### src/rtl/bya_pkg.sv
package bya_pkg;

  typedef enum logic {
    BUS_OWNED   = 1'b0,
    BUS_YIELDED = 1'b1
  } bus_state_e;

  typedef struct packed {
    logic gnt_n;
    logic hiz;
    logic hung_n;
  } bus_out_t;

  localparam bus_out_t BUS_OUT_IDLE = '{gnt_n: 1'b1, hiz: 1'b0, hung_n: 1'b1};

endpackage

### src/rtl/bya_reset_sync.sv
module bya_reset_sync #(
  parameter int STAGES = 2
) (
  input  logic clk,
  input  logic rst_n,
  output logic rst_n_sync
);
  logic [STAGES-1:0] chain_q;
  logic [STAGES-1:0] chain_d;

  always_comb begin
    chain_d = {chain_q[STAGES-2:0], 1'b1};
  end

  always_ff @(posedge clk or negedge rst_n) begin
    if (!rst_n) chain_q <= '0;
    else        chain_q <= chain_d;
  end

  assign rst_n_sync = chain_q[STAGES-1];
endmodule

### src/rtl/bya_req_sync.sv
module bya_req_sync #(
  parameter int STAGES = 2
) (
  input  logic clk,
  input  logic rst_n,
  input  logic req_async_n,
  output logic req_seen
);
  logic [STAGES-1:0] stage_q;
  logic [STAGES-1:0] stage_d;

  generate
    for (genvar i = 0; i < STAGES; i++) begin : g_stage
      if (i == 0) begin : g_first
        always_comb stage_d[i] = ~req_async_n;
      end else begin : g_rest
        always_comb stage_d[i] = stage_q[i-1];
      end
      always_ff @(posedge clk or negedge rst_n) begin
        if (!rst_n) stage_q[i] <= 1'b0;
        else        stage_q[i] <= stage_d[i];
      end
    end
  endgenerate

  assign req_seen = stage_q[STAGES-1];
endmodule

### src/rtl/bya_grant_fsm.sv
module bya_grant_fsm
  import bya_pkg::*;
(
  input  logic clk,
  input  logic rst_n,
  input  logic req_seen,
  input  logic acc_active,
  input  logic mem_need,
  input  logic run_on_en,
  output logic grant_next,
  output logic granted,
  output logic core_halt
);
  bus_state_e state_q;
  bus_state_e state_d;
  logic       state_en;

  always_comb begin
    state_d = state_q;
    unique case (state_q)
      BUS_OWNED:   if (req_seen && !acc_active) state_d = BUS_YIELDED;
      BUS_YIELDED: if (!req_seen)               state_d = BUS_OWNED;
      default:                                  state_d = BUS_OWNED;
    endcase
    state_en = (state_d != state_q);
  end

  always_ff @(posedge clk or negedge rst_n) begin
    if (!rst_n)        state_q <= BUS_OWNED;
    else if (state_en) state_q <= state_d;
  end

  assign grant_next = (state_d == BUS_YIELDED);
  assign granted    = (state_q == BUS_YIELDED);
  assign core_halt  = granted && (!run_on_en || mem_need);
endmodule

### src/rtl/bya_out_stage.sv
module bya_out_stage
  import bya_pkg::*;
(
  input  logic     clk,
  input  logic     rst_n,
  input  logic     grant_next,
  input  logic     need_any,
  output bus_out_t out_q
);
  bus_out_t out_d;
  logic     out_en;

  always_comb begin
    out_d.gnt_n  = ~grant_next;
    out_d.hiz    = grant_next;
    out_d.hung_n = ~(grant_next && need_any);
    out_en       = (out_d != out_q);
  end

  always_ff @(posedge clk or negedge rst_n) begin
    if (!rst_n)      out_q <= BUS_OUT_IDLE;
    else if (out_en) out_q <= out_d;
  end
endmodule

### src/rtl/bus_yield_arbiter.sv
module bus_yield_arbiter
  import bya_pkg::*;
#(
  parameter int REQ_SYNC_STAGES = 2,
  parameter int RST_SYNC_STAGES = 2
) (
  input  logic clk,
  input  logic rst_n,
  input  logic ext_req_n,
  input  logic acc_active,
  input  logic mem_need,
  input  logic dma_need,
  input  logic run_on_en,
  input  logic core_in_reset,
  output logic ext_gnt_n,
  output logic bus_hiz,
  output logic core_halt,
  output logic gnt_hung_n
);
  logic     rst_n_int;
  logic     req_seen;
  logic     grant_next;
  logic     granted;
  logic     core_halt_int;
  logic     need_any;
  bus_out_t out_q;

  // core reset/boot state is deliberately not used: arbitration runs through it
  logic unused_core_rst;
  assign unused_core_rst = core_in_reset;

  bya_reset_sync #(.STAGES(RST_SYNC_STAGES)) u_rst (
    .clk        (clk),
    .rst_n      (rst_n),
    .rst_n_sync (rst_n_int)
  );

  bya_req_sync #(.STAGES(REQ_SYNC_STAGES)) u_req (
    .clk         (clk),
    .rst_n       (rst_n_int),
    .req_async_n (ext_req_n),
    .req_seen    (req_seen)
  );

  bya_grant_fsm u_fsm (
    .clk        (clk),
    .rst_n      (rst_n_int),
    .req_seen   (req_seen),
    .acc_active (acc_active),
    .mem_need   (mem_need),
    .run_on_en  (run_on_en),
    .grant_next (grant_next),
    .granted    (granted),
    .core_halt  (core_halt_int)
  );

  assign need_any = mem_need || dma_need;

  bya_out_stage u_out (
    .clk        (clk),
    .rst_n      (rst_n_int),
    .grant_next (grant_next),
    .need_any   (need_any),
    .out_q      (out_q)
  );

  assign ext_gnt_n  = out_q.gnt_n;
  assign bus_hiz    = out_q.hiz;
  assign gnt_hung_n = out_q.hung_n;
  assign core_halt  = core_halt_int;
endmodule

### config.mk
export PLATFORM = sky130hd
export DESIGN_NAME = bus_yield_arbiter
export DESIGN_NICKNAME = d
export VERILOG_FILES = /design/src/rtl/bya_pkg.sv /design/src/rtl/bya_reset_sync.sv /design/src/rtl/bya_req_sync.sv /design/src/rtl/bya_grant_fsm.sv /design/src/rtl/bya_out_stage.sv /design/src/rtl/bus_yield_arbiter.sv
export SDC_FILE = /design/constraint.sdc
export NUM_CORES = 1
export LEC_CHECK = 0
export BUFFER_PORTS_ARGS = -buffer_cell sky130_fd_sc_hd__buf_2
export CAP_MARGIN = 20
export CORE_AREA = 3 3 40 42
export CTS_CLUSTER_DIAMETER = 60
export DETAILED_ROUTE_END_ITERATION = 8
export DIE_AREA = 0 0 43 45
export GPL_TIMING_DRIVEN = 0
export SLEW_MARGIN = 40
export SYNTH_ARGS = -nofsm -noshare
export SYNTH_HDL_FRONTEND = slang
export SYNTH_SLANG_ARGS = --single-unit
### constraint.sdc
create_clock -name clk -period 1.1 [get_ports clk]
set_input_delay 0.11 -clock clk [delete_from_list [all_inputs] [get_ports clk]]
set_output_delay 0.11 -clock clk [all_outputs]
set_load 0.05 [all_outputs]
==> impl_metrics.ini, run 1 <==
[critical_path]
critical_path_arrival_ns = 0.97
crit_required_ns = 0.99
slowest_delay_ns = 0.38
worstSetupEndpointType = output port
crit_path_top_delay_cell = dfrtp_1
critPathMaxFanout = 4
path_cells = a21boi_2 > buf_6
setup.worst_path.start_class = register
crit_type = register to output port

[route]
drc_errors = 0
drt_wl_total_um = 420
initialDrtViolationCount = 0
wl_per_cell_um = 8.57
firstDrtPassIters = 1
drtAntennaViolNets = 0
via_count = 183
vias_per_cell = 3.73

[synthesis]
synth_xor_area_share_pct = 0
synth_ff_type = dfrtp_1
netlist_area_um2 = 258
synth-seq-cells = 8
synth_edf_count = 0
synthAdderAreaFrac_pct = 0
synth_largest_area_cell = dfrtp_1
syn_nets = 25
synth_simple_gate_area_share_pct = 0
ys_top_cells_by_count = dfrtp_1, inv_1, dfstp_2, o21a_1
ys_types = 8
synth_top_family_by_area = compound AO/OA/AOI/OAI gates
ys_seq_area_share_pct = 78.6
synth.area.top_cells = dfrtp_1, dfstp_2, o21a_1, a21boi_2, inv_1
yosys_warnings = 0
syn_area_per_cell_um2 = 15.2
synth_cells = 17
synth.most_common_cell = dfrtp_1
synthMuxAreaShare_pct = 0
synth_top_cell_area_share_pct = 58.3
synth_compound_area_share_pct = 15.5
ys_async_sr_fraction_pct = 100

[global_route]
overflow = 0
track_usage_pct = 5.81
grt_pass1_vias = 178
grt_pass1_wl_um = 752
antenna_found_initial = 0
grt_max_degree = 7

[clock_tree]
clk_path_buf_depth = 2
cts_tree = done
cts_sinks = 8
cts_max_level = 1
cts_buffers = 3
clkSlewWorstSetupHoldPaths_ns = 0.05
worstSkewPairLatency_ns = 0.25
root_buffer = clkbuf_4

[final_layout]
fill_cells = 131
area_growth_pct = 51.9
fin_cells = 49
nets = 43
drive_above_1_share_pct = 50.0
num_antenna_cells = 0
post-route-util_pct = 30.5

[timing]
final-max-slew-violation-count = 0
finalHoldViolCount = 0
finalSetupTns_ns = 0
min_period_ns = 1.08
worst_slack_ns = 0.0205
finalCritPeriodShare_pct = 98.1
clock_skew_ns = 0.00426
rsz0062_at_grt = true
setup_violations = 0
max_freq_ghz = 0.926

[floorplan]
rows = 13
core-area_um2 = 1280
ios = 12
dieHeight_um = 45
dieArea_um2 = 1940
initial_core_util_pct = 20.1
die_w_um = 43

[placed_design]
pre_cts_ws_ns = 0.182
dp.cells = 42
gp_congestion = 0.628
port_buffers = 10

[hold_path]
hp-class = primary input to register

[power_and_ir_drop]
total_power_uw = 648
ir_drop_v = 0.000732
p_leak_uw = 0.000193
power.density_nw_per_um2 = 1650

[status]
status = complete, no violations

[job]
drv_cap = 0
==> where the power goes <==
| group | switching [uW] | internal [uW] | total, uW |
|---|---|---|---|
| Clock | 94.9 | 138 | 233 |
| Sequential | 10.4 | 316 | 326 |
| Combinational | 53.3 | 35.6 | 88.8 |
| Total | 158 | 490 | 648 |
==> state kept, by name, summed over array words and instances (netlist names) <==
signal and count:
u_req.req_seen 1, u_out.out_q 3, u_req.stage_d 1, u_rst.chain_q 2, u_fsm.granted 1
==> layout make-up <==
cell class | count | area [um2] | share of cell area, %
tap | 15 | 18.8 | 4.79
inverter | 3 | 11.3 | 2.88
timing repair buffer | 13 | 88.8 | 22.7
multi-input combinational | 6 | 43.8 | 11.2
clock buffer | 4 | 26.3 | 6.71
sequential | 8 | 203 | 51.8
==> worst paths after layout <==
check / startpoint / end / slack, ns / depth (start not counted)
hold reg to reg: u_rst.chain_q[1] / u_req.stage_d[1] / 0.09 / 0
setup reg to reg: u_fsm.granted / u_out.out_q[0] / 0.32 / 2
max in group asynchronous: u_rst.chain_q[1] / u_out.out_q[2] / 0.75 / 0
min in group asynchronous: u_rst.chain_q[1] / u_req.stage_d[1] / 0.09 / 0
setup / recovery: u_fsm.granted / core_halt / 0.02 / 2
hold / removal: dma_need / u_out.out_q[0] / 0.07 / 2
==> metal layers <==
layer / vias to the layer above / routed length (um) / GRT usage (%)
li1: 88 / - / -
met1: 82 / 154 / 5.74
met2: 13 / 192 / 8.38
met3: 0 / 73 / 5.98
met4: 0 / 0 / 1.81
met5: - / 0 / 0
==> cells by family after synthesis <==
group	after synthesis
flops	8
other cells	1
compound gates	5
buf+inv	3
==> layout by cell type, fill, tap and decap left out <==
cell type / count
a21boi_2: 1
buf_2: 7
buf_4: 3
buf_6: 1
clkbuf_1: 1
clkbuf_4: 3
conb_1: 1
dfrtp_1: 6
dfstp_2: 2
dlygate4sd3_1: 2
inv_1: 3
o21a_1: 2
o21ai_0: 1
o221ai_1: 1
==> critical path, delay by kind of cell (launching register included) <==
| kind | cells | cell delay, ns |
|---|---|---|
| compound gates | 1 | 0.18 |
| buf+inv | 1 | 0.17 |
| flops | 1 | 0.38 |
==> through the flow <==
stage               area, um2  hold slack [ns]
floorplan                 258           -0.186
global placement          327           -0.103
detailed placement        327           -0.103
CTS                       384           0.0655
global route              392           0.0755
finish                    392           0.0705
==> repair_timing <==
item,CTS,global route
endpoints found under the hold margin,3,0
endpoints found under the setup margin,3,1
gates resized for setup,4,0
buffers inserted,0,1
hold buffers,2,0
Power figures use the tool's default switching activity.
==> inputs of run 2 (changes only) <==
--- a/config.mk
+++ b/config.mk
@@ -5,12 +5,12 @@
 export SDC_FILE = /design/constraint.sdc
 export NUM_CORES = 1
 export LEC_CHECK = 0
-export BUFFER_PORTS_ARGS = -buffer_cell sky130_fd_sc_hd__buf_2
 export CAP_MARGIN = 20
 export CORE_AREA = 3 3 40 42
 export CTS_CLUSTER_DIAMETER = 60
 export DETAILED_ROUTE_END_ITERATION = 8
 export DIE_AREA = 0 0 43 45
+export DONT_BUFFER_PORTS = 1
 export GPL_TIMING_DRIVEN = 0
 export SLEW_MARGIN = 40
 export SYNTH_ARGS = -nofsm -noshare
==> run 2 against run 1 <==
Against the previous run: core utilization fell by 2.0 points; via count shrank 10%; sequential power grew 8.9%.
==> impl_metrics.ini, run 2 (same netlist as run 1, synthesis figures left out) <==
[power_and_ir_drop]
power.density_nw_per_um2 = 1770
p_leak_uw = 0.000167
ir_drop_v = 0.000727

[route]
via_count = 164
firstDrtPassIters = 2
drtAntennaViolNets = 0
wl_per_cell_um = 10.6
vias_per_cell = 3.90
initialDrtViolationCount = 2
drc_errors = 0
drt_wl_total_um = 445

[critical_path]
ff2ff_path_depth = 3
critical_path_buf_inv_count = 0
crit_required_ns = 0.99
worstSetupEndpointType = output port
crit_path_top_delay_cell = a21boi_4
timing.rr.start = u_fsm.granted
critPathMaxFanout = 2
r2r_setup_slack_ns = 0.18
path_cells = a21boi_4
setup.worst_path.start_class = register
r2r_end = u_fsm.granted
crit_type = register to output port
critPathTopFamily = compound AO/OA/AOI/OAI gates
slowest_delay_ns = 0.38
critical_path_arrival_ns = 0.98

[final_layout]
top_register = u_out.out_q
largest_reg_flops = 3
drive_above_1_share_pct = 29.6
top_regs = u_out.out_q (3), u_rst.chain_q (2)
fill_cells = 129
area_growth_pct = 41.7
nets = 36
post-route-util_pct = 28.4
num_antenna_cells = 0
final_common_cell = dfrtp_1
final_cell_mix = dfrtp_1, dlygate4sd3_1, inv_1, clkbuf_4

[floorplan]
core-area_um2 = 1280
dieHeight_um = 45
rows = 13
dieArea_um2 = 1940
initial_core_util_pct = 20.1
ios = 12
die_w_um = 43

[global_route]
grt_pass1_wl_um = 738
overflow = 0
grt_max_degree = 7
antenna_found_initial = 0
grt_pass1_vias = 195
track_usage_pct = 5.89

[clock_tree]
worstSkewPairLatency_ns = 0.25
clkSlewWorstSetupHoldPaths_ns = 0.05
cts_buffers = 3
root_buffer = clkbuf_4
cts_sinks = 8
cts_tree = done
clk_path_buf_depth = 2
cts_max_level = 1

[timing]
finalSetupTns_ns = 0
min_period_ns = 1.09
max_freq_ghz = 0.917
whs_ns = 0.0688
rsz0062_at_grt = true
setup_violations = 0
final-max-slew-violation-count = 0
clock_skew_ns = 0.000141
finalCritPeriodShare_pct = 99.2
finalHoldViolCount = 0

[status]
status = complete, no violations

[hold_path]
hp-class = primary input to register
min_path_cells = 2
min_from = acc_active
hold_end = u_out.out_q[2]

[placed_design]
gp_congestion = 0.688
port_buffers = 0

[job]
drv_cap = 0
[run 2: changes by cell type in the layout (fill, tap and decap cells not counted), sizes merged]
cell,change
dlygate4sd3,+2
buf,-9
[run 2: worst max path at each step]
stage | slack [ns] | start | end | cells past startpoint
final | 0.009 | u_fsm.granted | core_halt | 1
after floorplan | 0.12 | u_fsm.granted | core_halt | 1
after global placement | 0.09 | u_fsm.granted | core_halt | 1
after detailed placement | 0.07 | u_fsm.granted | core_halt | 1
after CTS | -0.008 | u_fsm.granted | core_halt | 1
after global routing | -0.06 | u_fsm.granted | core_halt | 1
[run 2: repair_timing]
item | in CTS | in global routing
endpoints found under the hold margin | 4 | 0
gates cloned | 0 | 0
buffers inserted | 1 | 1
gates resized for setup | 1 | 0
setup endpoints to repair | 1 | 1
pin swaps | 0 | 0
hold buffers | 4 | 0
[run 2: cell type report]
type                       count  area [um2]  share of cell area [%]
clock buffer                   4        26.3                    7.19
multi-input combinational      6        51.3                    14.0
sequential                     8         203                    55.5
timing repair buffer           6        55.1                    15.1
inverter                       3        11.3                    3.08
tap                           15        18.8                    5.14
[run 2: metrics by stage]
stage | cells | instance area (um2) | setup WS, ns | power (uW)
2_1_floorplan | 17 | 258 | 0.119 | 380
5_1_grt | 42 | 365 | -0.0570 | 683
3_3_place_gp | 32 | 277 | 0.0923 | 383
6_report | 42 | 365 | 0.00900 | 646
4_1_cts | 41 | 358 | -0.00801 | 649
3_5_place_dp | 32 | 277 | 0.0716 | 386
[run 2: layer usage]
layer,vias up,GRT usage (%),share of wire (%)
li1,72,-,-
met1,78,3.97,33
met2,14,9.58,46
met3,0,6.37,20
met4,0,3.61,0
met5,-,0,0
[run 2: power by group]
part	switching, uW	internal (uW)
Clock	103	139
Combinational	23.1	25.7
Sequential	38.6	317
Total	164	481
==> inputs of run 3 (changes only) <==
--- a/config.mk
+++ b/config.mk
@@ -12,6 +12,7 @@
 export DIE_AREA = 0 0 43 45
 export DONT_BUFFER_PORTS = 1
 export GPL_TIMING_DRIVEN = 0
+export SETUP_SLACK_MARGIN = 0.3
 export SLEW_MARGIN = 40
 export SYNTH_ARGS = -nofsm -noshare
 export SYNTH_HDL_FRONTEND = slang
==> run 3 against run 2 <==
Against the previous run: clock power barely moved; the flow now finishes with violations (setup timing); hold slack worse by 0.018 ns; clock-buffer cell count stayed put; via count down 1.2%; sequential power about the same; first-iteration DRC count shrank 100%; worst setup slack lost 0.013 ns.
==> impl_metrics.ini, run 3 (same netlist as run 1, synthesis figures left out) <==
[status]
status = finished with violations
violations = setup timing

[global_route]
track_usage_pct = 5.82
grt_max_degree = 7
antenna_found_initial = 0
grt_pass1_vias = 178
grt_pass1_wl_um = 710
overflow = 0

[route]
initialDrtViolationCount = 0
firstDrtPassIters = 1
drc_errors = 0
wl_per_cell_um = 10.2
via_count = 162
drtAntennaViolNets = 0
drt_wl_total_um = 417
vias_per_cell = 3.95

[critical_path]
critPathMaxFanout = 2
critical_path_buf_inv_count = 0
slowest_delay_ns = 0.39
path_cells = a21boi_4
crit_type = register to output port
worstSetupEndpointType = output port
critPathTopFamily = compound AO/OA/AOI/OAI gates
crit_required_ns = 0.99
critical_path_arrival_ns = 0.99
setup.worst_path.start_class = register
crit_path_top_delay_cell = a21boi_4

[timing]
rsz0062_at_grt = true
whs_ns = 0.0507
min_period_ns = 1.10
finalHoldViolCount = 0
finalSetupTns_ns = -0.00392
setup_violations = 1
final-max-slew-violation-count = 0
worst_slack_ns = -0.00392
finalCritPeriodShare_pct = 100
clock_skew_ns = 0.00359
max_freq_ghz = 0.906

[floorplan]
die_w_um = 43
rows = 13
initial_core_util_pct = 20.1
dieHeight_um = 45
dieArea_um2 = 1940
ios = 12
core-area_um2 = 1280

[placed_design]
port_buffers = 0
pre_cts_ws_ns = 0.193
place_area_um2 = 284
gp_congestion = 0.671

[final_layout]
area_growth_pct = 39.3
fill_cells = 128
top_regs = u_out.out_q (3), u_rst.chain_q (2)
drive_above_1_share_pct = 30.8
top_register = u_out.out_q
final_common_cell = dfrtp_1
final_cell_mix = dfrtp_1, dlygate4sd3_1, inv_1, clkbuf_4
num_antenna_cells = 0
regArea_um2 = 204
stdcell_area_um2 = 359
nets = 35
largest_reg_flops = 3
multiInputGateArea_um2 = 51.3

[clock_tree]
cts_max_level = 1
clkSlewWorstSetupHoldPaths_ns = 0.05
clk_path_buf_depth = 2
worstSkewPairLatency_ns = 0.25
cts_tree = done
cts_buffers = 3
cts_sinks = 8
root_buffer = clkbuf_4

[power_and_ir_drop]
power.density_nw_per_um2 = 1780
p_leak_uw = 0.000161
ir_drop_v = 0.00104
total_power_uw = 640

[job]
drv_cap = 0

[hold_path]
hp-class = primary input to register
## run 3: cell types whose count changed in the layout (fill, tap and decap cells not counted)
cell and delta:
buf_4 -1, dfrtp_2 +1, dfrtp_1 -1
## run 3: per-stage QoR
stage,util [%],cells
floorplan,-,17
global placement,22.1,32
detailed placement,22.1,32
CTS,27.9,41
global route,27.9,41
finish,27.9,41
## run 3: cell type report
class	count	share of cell area [%]
Clock buffer	4	7.32
Timing Repair Buffer	5	13.2
Sequential cell	8	56.8
Multi-Input combinational cell	6	14.3
Tap cell	15	5.23
Inverter	3	3.14
## run 3: worst paths after layout
check	from	cells after the start	slack [ns]	end
max	u_fsm.granted	1	-0.004	core_halt
min	acc_active	2	0.05	u_out.out_q[2]
max reg2reg	u_fsm.granted	2	0.28	u_out.out_q[1]
min reg2reg	u_rst.chain_q[1]	0	0.09	u_req.req_seen
max in group asynchronous	u_rst.chain_q[1]	0	0.75	u_out.out_q[0]
min in group asynchronous	rst_n	1	0.08	u_rst.chain_q[1]
## run 3: power breakdown
group	internal (uW)	leakage [uW]	switching, uW
logic	22.8	0.0000542	22.2
clock network	139	0.0000150	101
registers	317	0.0000915	38.1
## run 3: routing by layer
layer / GRT usage (%) / part of all wire [%] / vias to the layer above
met4: 3.61 / 1.7 / 0
met3: 7.17 / 18 / 2
met1: 4.25 / 38 / 74
li1: - / - / 71
met2: 8.38 / 42 / 15
met5: 0 / 0 / -
## run 3: what timing repair did
action | CTS | global route
buffers inserted | 1 | 0
cloned | 0 | 0
endpoints found under the setup margin | 4 | 6
gates resized for setup | 1 | 0
hold endpoints to repair | 4 | 0
hold buffers | 4 | 0
## run 3: worst reg2reg max path, delay by kind of cell (launching register included)
family	cells	cell delay [ns]
buffers and inverters	1	0.15
flip-flops	1	0.38
AO/OA/AOI/OAI	1	0.18
